--- config.mk ---
export PLATFORM = sky130hd
export DESIGN_NAME = int_exec_stage
export DESIGN_NICKNAME = d
export VERILOG_FILES = /design/src/rtl/int_exec_pkg.sv /design/src/rtl/int_exec_ctrl.sv /design/src/rtl/int_exec_dpath.sv /design/src/rtl/int_exec_stage.sv
export SDC_FILE = /design/constraint.sdc
export NUM_CORES = 1
export LEC_CHECK = 0
export BUFFER_PORTS_ARGS = -buffer_cell sky130_fd_sc_hd__buf_2
export CAP_MARGIN = 25
export CORE_MARGIN = 2
export CORE_UTILIZATION = 50
export DETAILED_ROUTE_END_ITERATION = 12
export PLACE_DENSITY = 0.85
export SLEW_MARGIN = 10
export SYNTH_ARGS = -nofsm -noshare
export SYNTH_HDL_FRONTEND = slang
export SYNTH_HIERARCHICAL = 1
export SYNTH_SLANG_ARGS = --single-unit
--- constraint.sdc ---
create_clock -name vclk -period 7.3
set_clock_uncertainty 0.05 [all_clocks]
set_input_delay 1.095 -clock vclk [all_inputs]
set_output_delay 1.095 -clock vclk [all_outputs]
set_load 0.005 [all_outputs]
--- src/rtl/int_exec_pkg.sv ---
package int_exec_pkg;

  localparam int INSTR_W = 32;
  localparam int OPC_W   = 6;
  localparam int FN_W    = 6;
  localparam int IMM_W   = 16;
  localparam int SA_W    = 5;

  localparam logic [OPC_W-1:0] OPC_REG   = 6'h00;
  localparam logic [OPC_W-1:0] OPC_ADDI  = 6'h08;
  localparam logic [OPC_W-1:0] OPC_ADDIU = 6'h09;
  localparam logic [OPC_W-1:0] OPC_ANDI  = 6'h0c;
  localparam logic [OPC_W-1:0] OPC_ORI   = 6'h0d;
  localparam logic [OPC_W-1:0] OPC_XORI  = 6'h0e;
  localparam logic [OPC_W-1:0] OPC_LUI   = 6'h0f;

  localparam logic [FN_W-1:0] FN_SLL  = 6'h00;
  localparam logic [FN_W-1:0] FN_SRL  = 6'h02;
  localparam logic [FN_W-1:0] FN_SRA  = 6'h03;
  localparam logic [FN_W-1:0] FN_SLLV = 6'h04;
  localparam logic [FN_W-1:0] FN_SRLV = 6'h06;
  localparam logic [FN_W-1:0] FN_SRAV = 6'h07;
  localparam logic [FN_W-1:0] FN_ADD  = 6'h20;
  localparam logic [FN_W-1:0] FN_ADDU = 6'h21;
  localparam logic [FN_W-1:0] FN_SUB  = 6'h22;
  localparam logic [FN_W-1:0] FN_SUBU = 6'h23;
  localparam logic [FN_W-1:0] FN_AND  = 6'h24;
  localparam logic [FN_W-1:0] FN_OR   = 6'h25;
  localparam logic [FN_W-1:0] FN_XOR  = 6'h26;
  localparam logic [FN_W-1:0] FN_NOR  = 6'h27;

  typedef enum logic [3:0] {
    OP_ADD, OP_SUB, OP_AND, OP_OR, OP_XOR, OP_NOR,
    OP_SLL, OP_SRL, OP_SRA, OP_LUI
  } aluOp_e;

  typedef struct packed {
    aluOp_e aluOp;
    logic   useImm;
    logic   immSigned;
    logic   shiftVar;
    logic   trapOnOvf;
    logic   destIsRt;
    logic   legal;
  } ctrlStrobes_t;

endpackage

--- src/rtl/int_exec_ctrl.sv ---
module int_exec_ctrl
  import int_exec_pkg::*;
#(
  parameter int REG_IDX_W = 5
) (
  input  logic [OPC_W-1:0]     opcode,
  input  logic [FN_W-1:0]      funct,
  input  logic [REG_IDX_W-1:0] rtIdx,
  input  logic [REG_IDX_W-1:0] rdIdx,
  input  logic                 ovfRaw,
  output ctrlStrobes_t         strobes,
  output logic [REG_IDX_W-1:0] destIdx,
  output logic                 writeEn,
  output logic                 ovfTrap,
  output logic                 illegalOp
);

  ctrlStrobes_t s;

  always_comb begin
    s       = '0;
    s.legal = 1'b1;
    if (opcode == OPC_REG) begin
      unique case (funct)
        FN_ADD:  begin s.aluOp = OP_ADD; s.trapOnOvf = 1'b1; end
        FN_ADDU: s.aluOp = OP_ADD;
        FN_SUB:  begin s.aluOp = OP_SUB; s.trapOnOvf = 1'b1; end
        FN_SUBU: s.aluOp = OP_SUB;
        FN_AND:  s.aluOp = OP_AND;
        FN_OR:   s.aluOp = OP_OR;
        FN_XOR:  s.aluOp = OP_XOR;
        FN_NOR:  s.aluOp = OP_NOR;
        FN_SLL:  s.aluOp = OP_SLL;
        FN_SRL:  s.aluOp = OP_SRL;
        FN_SRA:  s.aluOp = OP_SRA;
        FN_SLLV: begin s.aluOp = OP_SLL; s.shiftVar = 1'b1; end
        FN_SRLV: begin s.aluOp = OP_SRL; s.shiftVar = 1'b1; end
        FN_SRAV: begin s.aluOp = OP_SRA; s.shiftVar = 1'b1; end
        default: s.legal = 1'b0;
      endcase
    end else begin
      s.useImm   = 1'b1;
      s.destIsRt = 1'b1;
      unique case (opcode)
        OPC_ADDI:  begin s.aluOp = OP_ADD; s.immSigned = 1'b1; s.trapOnOvf = 1'b1; end
        OPC_ADDIU: begin s.aluOp = OP_ADD; s.immSigned = 1'b1; end
        OPC_ANDI:  s.aluOp = OP_AND;
        OPC_ORI:   s.aluOp = OP_OR;
        OPC_XORI:  s.aluOp = OP_XOR;
        OPC_LUI:   s.aluOp = OP_LUI;
        default:   s.legal = 1'b0;
      endcase
    end
  end

  assign strobes   = s;
  assign destIdx   = s.destIsRt ? rtIdx : rdIdx;
  assign illegalOp = !s.legal;
  assign ovfTrap   = s.legal && s.trapOnOvf && ovfRaw;
  assign writeEn   = s.legal && !ovfTrap && (destIdx != '0);

endmodule

--- src/rtl/int_exec_dpath.sv ---
module int_exec_dpath
  import int_exec_pkg::*;
#(
  parameter int XLEN = 32
) (
  input  ctrlStrobes_t     strobes,
  input  logic [XLEN-1:0]  srcA,
  input  logic [XLEN-1:0]  srcB,
  input  logic [IMM_W-1:0] imm,
  input  logic [SA_W-1:0]  saField,
  output logic [XLEN-1:0]  result,
  output logic             ovfRaw
);

  localparam int SHAMT_W = $clog2(XLEN);
  localparam int EXT_W   = XLEN - IMM_W;

  logic [XLEN-1:0]    immExt;
  logic [XLEN-1:0]    opB;
  logic [XLEN-1:0]    addB;
  logic [XLEN-1:0]    sum;
  logic [SHAMT_W-1:0] shAmt;
  logic               isSub;

  assign immExt = strobes.immSigned ? {{EXT_W{imm[IMM_W-1]}}, imm}
                                    : {{EXT_W{1'b0}}, imm};
  assign opB    = strobes.useImm ? immExt : srcB;
  assign isSub  = (strobes.aluOp == OP_SUB);
  assign addB   = isSub ? ~opB : opB;
  assign sum    = srcA + addB + XLEN'(isSub);
  assign ovfRaw = (srcA[XLEN-1] == addB[XLEN-1]) && (sum[XLEN-1] != srcA[XLEN-1]);
  assign shAmt  = strobes.shiftVar ? srcA[SHAMT_W-1:0] : SHAMT_W'(saField);

  always_comb begin
    unique case (strobes.aluOp)
      OP_ADD, OP_SUB: result = sum;
      OP_AND:  result = srcA & opB;
      OP_OR:   result = srcA | opB;
      OP_XOR:  result = srcA ^ opB;
      OP_NOR:  result = ~(srcA | opB);
      OP_SLL:  result = srcB << shAmt;
      OP_SRL:  result = srcB >> shAmt;
      OP_SRA:  result = $signed(srcB) >>> shAmt;
      OP_LUI:  result = {{EXT_W{1'b0}}, imm} << IMM_W;
      default: result = '0;
    endcase
  end

  always_comb begin

    add_inverse_chk: assert (!(strobes.legal && strobes.aluOp == OP_ADD) || (result - opB == srcA));

    sub_inverse_chk: assert (!(strobes.legal && strobes.aluOp == OP_SUB) || (result + opB == srcA));

    lui_low_clear_chk: assert (!(strobes.legal && strobes.aluOp == OP_LUI) || (result[IMM_W-1:0] == '0));

    sra_sign_keep_chk: assert (!(strobes.legal && strobes.aluOp == OP_SRA) || (result[XLEN-1] == srcB[XLEN-1]));
  end

endmodule

--- src/rtl/int_exec_stage.sv ---
module int_exec_stage
  import int_exec_pkg::*;
#(
  parameter int XLEN      = 32,
  parameter int REG_IDX_W = 5
) (
  input  logic [INSTR_W-1:0]   instrWord,
  input  logic [XLEN-1:0]      srcA,
  input  logic [XLEN-1:0]      srcB,
  output logic [XLEN-1:0]      result,
  output logic [REG_IDX_W-1:0] destIdx,
  output logic                 writeEn,
  output logic                 ovfTrap,
  output logic                 illegalOp
);

  ctrlStrobes_t strobes;
  logic         ovfRaw;
  logic         unusedRsField;

  assign unusedRsField = ^instrWord[25:21];

  int_exec_ctrl #(.REG_IDX_W(REG_IDX_W)) u_ctrl (
    .opcode   (instrWord[31:26]),
    .funct    (instrWord[5:0]),
    .rtIdx    (instrWord[20:16]),
    .rdIdx    (instrWord[15:11]),
    .ovfRaw   (ovfRaw),
    .strobes  (strobes),
    .destIdx  (destIdx),
    .writeEn  (writeEn),
    .ovfTrap  (ovfTrap),
    .illegalOp(illegalOp)
  );

  int_exec_dpath #(.XLEN(XLEN)) u_dpath (
    .strobes (strobes),
    .srcA    (srcA),
    .srcB    (srcB),
    .imm     (instrWord[15:0]),
    .saField (instrWord[10:6]),
    .result  (result),
    .ovfRaw  (ovfRaw)
  );

  always_comb begin

    no_write_illegal_chk: assert (!(illegalOp && writeEn));

    no_trap_illegal_chk: assert (!(illegalOp && ovfTrap));

    no_write_on_trap_chk: assert (!(ovfTrap && writeEn));

    zero_dest_chk: assert (!(writeEn && destIdx == '0));
  end

endmodule

==> results.md, run 1 <==
- Hold path startpoint: instrWord[20]
- Flip-flop and latch count: 0
- Met1 track demand over resource: 0.5370
- WP buf/inv: 4
- Setup Crit Path Kind: input port to output pin
- Final setup vio count: 0
- CP top delay family: compound AO/OA/AOI/OAI gates
- Max Fanout on Critical Path: 16
- Area Growth Syn to Fin: 10.84%
- Ant. Diodes: 0
- IO buf count: 131
- Initial Util: 0.5054
- Initial DRC Count: 1553
- Final hold violation count: 0
- Drt pass-1 iters: 7
- Worst Hold Path EP: destIdx[4]
- Met2 Usage GRT: 0.5990
- Yosys warning total: 6
- GRT busiest layer: met2
- Chip Width: 135.3 µm
- Layout cells sized above 1: 0.1730
- Pin count of the biggest net entering global routing: 63
- Final-report max-slew violation count: 0
- Crit path launch type: input port
- Syn nets: 1420
- Gpl congestion: 1.104
- Hpwl dp: 29380 µm
- Register area: 0 µm²
- Slew HR: 0.3993
- Arr. time, crit path: 5.95 ns
- Core ar.: 17060 µm²
- Die Area: 18310 µm²
- Mapped Avg Cell Area: 7.043 µm²
- Total wire length: 36920 µm
- Met3 usage: 0.04976
- Pwr per Cell Area: 68.51 nW/µm²
- Row cnt: 48
- Max frequency: 0.1409 GHz
- Inst Count DP: 1531
- Min Tclk post-route: 7.099 ns
- WHS: 2.416 ns
- DR DRC count: 0
- Clkbuf count: 0
- Slowest cell delay on critical path: 0.59 ns
- Routed vias: 10618
- Initial antenna violation count: 0
- Crit path required time: 6.15 ns
- Leak: 4.591 nW
- Critical-path cell list: buf_2, or4_4, nor3_4, nand2_4, o31ai_2, nor4b_4, buf_12, mux2_4, inv_1, fa_1, nand2b_1, a21oi_1, o21ai_0, o211ai_1, a21oi_1, o311a_1, xnor2_1, a211o_1, buf_2
- Max-Cap Viols: 0
- Post-DRT Antenna Nets: 0
- Tightest Hold Check Type: input port to output pin
- Worst-margin pin slew: 0.9011 ns
- Grt ovf: 0
- Drt wl/cell: 24.11 µm
- Max VDD drop: 0.00003727 V
- Via-to-Cell Ratio: 6.935
- CP Capture Type: output pin
- Layout Nets: 1504
- Mapped Cells: 1224
- Slowest cell on the critical path: or4_4
- Hold depth: 4
- Die H: 135.3 µm
- Final non-filler cell total: 1531
- Post-synthesis cell area: 8621 µm²
- Setup TNS: 0 ns
- Status: complete, no violations
- IO Pins: 136
- First-pass GRT wire length: 55430 µm
- Fin crit share: 0.9725
- Number of global-route vias before repair: 9567
- Total GRT Usage: 0.3879
-- area by class of cell --
cell class | instances | area [µm²]
Multi-Input combinational cell | 1059 | 8015
Fill cell | 1665 | 7501
Tap cell | 225 | 281.5
Timing Repair Buffer | 169 | 965.9
Inverter | 78 | 292.8
-- layer usage --
metal  vias up  routed length [µm]
met3       131                4138
met4         0                2068
met1      4971               14700
met5         -                   0
li1       4735                   -
met2       781               16010
-- per-stage QoR --
step	utilization	total power, mW	area [µm²]	setup WS (ns)
2_1_floorplan	-	0.4002	8621	0.1639
3_3_place_gp	0.5593	0.6210	9540	0.2738
3_5_place_dp	0.5593	0.6293	9540	0.2150
4_1_cts	0.5593	0.6327	9540	0.1932
5_1_grt	0.5602	0.6964	9555	-0.02521
6_report	0.5602	0.6546	9555	0.2008
-- placed cells by master (no fill, tap or decap), drive strengths merged, types with 9 or more instances in the layout --
cell type    n
xor2        13
nand2b      11
o21ai       97
mux2         9
nand4       12
inv         78
nand3       18
mux2i      146
o22ai       11
a221oi      14
a222oi      16
o211ai      35
nor2       112
nand2      122
mux4        18
or3         18
a221o       13
xnor2       46
a21o        13
o221ai      10
ha          99
a31oi       16
buf        169
a21oi       85
nor3        23
-- worst max path at each step --
stage / cells after the start / startpoint / slack (ns) / endpoint
floorplan: 18 / instrWord[27] / 0.16 / writeEn
global placement: 19 / instrWord[27] / 0.27 / ovfTrap
detailed placement: 19 / instrWord[27] / 0.22 / ovfTrap
CTS: 19 / instrWord[27] / 0.19 / ovfTrap
global route: 20 / instrWord[27] / -0.03 / writeEn
finish: 19 / instrWord[27] / 0.20 / result[28]
-- what timing repair did --
item                       in CTS  in global routing
hold buffers                    0                  0
setup buffers                   0                  0
gates resized for setup         0                  2
setup endpoints to repair       0                  2
-- report_power, final --
| part | total, mW | internal [mW] | switching [mW] |
|---|---|---|---|
| Sequential | 0 | 0 | 0 |
| Clock | 0 | 0 | 0 |
| Combinational | 0.655 | 0.252 | 0.403 |
| Total | 0.655 | 0.252 | 0.403 |
Power figures use the tool's default switching activity.
==> run 2, diff against run 1 <==
Settings changed: PLACE_DENSITY 0.85 to 0.82.
Clock period 7.3 ns to 9.1 ns, I/O delays scaled along.
==> run 2 against run 1 <==
Setup slack improved by 0.76 ns. Non-clock buffer count decreased by 4. Power down 20%. Critical path depth grew 1. Wire length barely moved. Final cell count is 0.26% lower. Sequential share of layout area unchanged. Sequential cell count unchanged.
==> results.md, run 2 (synthesis results as in run 1) <==
- Initial antenna violation count: 0 (unchanged)
- Clkbuf count: 0 (unchanged)
- CTS Hold Bufs: 0 (unchanged)
- Worst-margin pin slew: 1.018 ns (+0.1165 ns)
- Post-CTS setup buffer count: 0 (unchanged)
- Pwr per Cell Area: 54.91 nW/µm² (-20%)
- Max Fanout on Critical Path: 18 (+2)
- Gpl congestion: 1.044 (-5.4%)
- Hpwl dp: 29000 µm (-1.3%)
- Fill cells: 1698 (+2.0%)
- Tightest Hold Check Type: input port to output pin
- Layout Nets: 1500 (-0.27%)
- Number of global-route vias before repair: 9518 (-0.51%)
- Final non-filler cell total: 1527 (-0.26%)
- Post-place instance area: 9490 µm² (-0.52%)
- Met1 WL: 14890 µm (+1.3%)
- Register area: 0 µm² (unchanged)
- Chip Width: 135.3 µm (unchanged)
- Max frequency: 0.1228 GHz
- Die Area: 18310 µm² (unchanged)
- IO Pins: 136 (unchanged)
- Core ar.: 17060 µm² (unchanged)
- Final hold violation count: 0 (unchanged)
- Post-DRT Antenna Nets: 0 (unchanged)
- Area Growth Syn to Fin: 10.41%
- Critical-path cell list: buf_2, or4_4, nor3_4, nand2_4, o31ai_2, nor4b_4, buf_4, xnor2_1, ha_1, a211oi_1, o221ai_1, a21oi_4, nor3_1, or4_4, o21ai_1, nand2_1, o32ai_1, nor4b_1, a211oi_2, buf_2
- Setup Crit Path Kind: input port to output pin
- Layout cells sized above 1: 0.1697 (-0.003309)
- Max layer used: met4
- Fin crit share: 0.8945
- Grt ovf: 0 (unchanged)
- Met3 WL post-DR: 4247 µm (+2.6%)
- Slowest cell on the critical path: o31ai_2
- Drt pass-1 iters: 8 (+1)
- Min Tclk post-route: 8.140 ns
- Crit path launch type: input port
- DR DRC count: 0 (unchanged)
- Pin count of the biggest net entering global routing: 37 (-41%)
- Unrepaired setup endpoints after global routing: false
- Flip-flop and latch count: 0 (unchanged)
- Final instance area: 9518 µm² (-0.39%)
- Total GRT Usage: 0.3870 (-0.0009870)
- Most common cell after layout, fill and taps aside: mux2i_1
- Die H: 135.3 µm (unchanged)
- Setup TNS: 0 ns (unchanged)
- Total wire length: 36910 µm (about the same)
- Ant. Diodes: 0 (unchanged)
- First-pass GRT wire length: 55370 µm (-0.12%)
- Slowest cell delay on critical path: 0.66 ns (+0.07 ns)
- Initial DRC Count: 1731 (+11%)
- Final Util: 0.5580 (-0.002201)
- IO buf count: 131 (unchanged)
- Via-to-Cell Ratio: 6.887 (-0.69%)
- Slew HR: 0.3071 (-0.09215)
- Arr. time, crit path: 6.73 ns (+0.78 ns)
- Post-CTS sizing: 0 (unchanged)
- Final setup vio count: 0 (unchanged)
- Max-Cap Viols: 0 (unchanged)
- Routed vias: 10517 (-0.95%)
- Initial Util: 0.5054 (unchanged)
- Drt wl/cell: 24.17 µm (+0.24%)
- Leak: 4.569 nW (-0.48%)
- Final-report max-slew violation count: 0 (unchanged)
- Max VDD drop: 0.00003254 V (-13%)
- Crit path required time: 7.69 ns (+1.54 ns)
- Most frequent cells in the layout: mux2i_1, buf_2, nand2_1
- Met2 wire len: 15820 µm (-1.2%)
- Inst Count DP: 1526 (-0.33%)
- Hold depth: 4 (unchanged)
- Row cnt: 48 (unchanged)
- Status: complete, no violations
- CP Capture Type: output pin
run 2: worst paths after layout:
path / start / to / slack (ns)
setup / recovery: instrWord[27] / writeEn / 0.96
hold / removal: instrWord[18] / destIdx[2] / 2.95
run 2: per-stage QoR:
stage	total power, mW	hold slack (ns)	setup WS (ns)
6_report	0.5227	2.953	0.9599
5_1_grt	0.5564	2.971	0.5957
4_1_cts	0.5042	2.955	1.047
3_5_place_dp	0.5015	2.953	1.069
3_3_place_gp	0.4938	2.951	1.122
2_1_floorplan	0.3210	2.765	1.424
run 2: area by class of cell:
| type | count | area, µm² | area share |
|---|---|---|---|
| tap | 225 | 281.5 | 0.02958 |
| multi-input combinational | 1059 | 8000 | 0.8405 |
| inverter | 78 | 292.8 | 0.03076 |
| timing repair buffer | 165 | 943.4 | 0.09912 |
run 2: routing by layer:
metal | track usage | vias up
met3 | 0.07071 | 124
met2 | 0.5973 | 714
met5 | 0 | -
met1 | 0.5277 | 4948
met4 | 0.1661 | 0
li1 | - | 4731
run 2: report_power, final:
group          switching (mW)  leakage, nW  internal (mW)
registers                   0            0              0
clock network               0            0              0
logic                   0.320         4.57          0.203
run 2: critical path: cells and delay by family:
kind | cells | cell delay (ns)
and+or+nand+nor | 8 | 2.38
adders and majority gates | 1 | 0.37
buffers and inverters | 3 | 0.54
xor gates and xnor gates | 1 | 0.18
AOI/OAI and AO/OA | 7 | 1.87
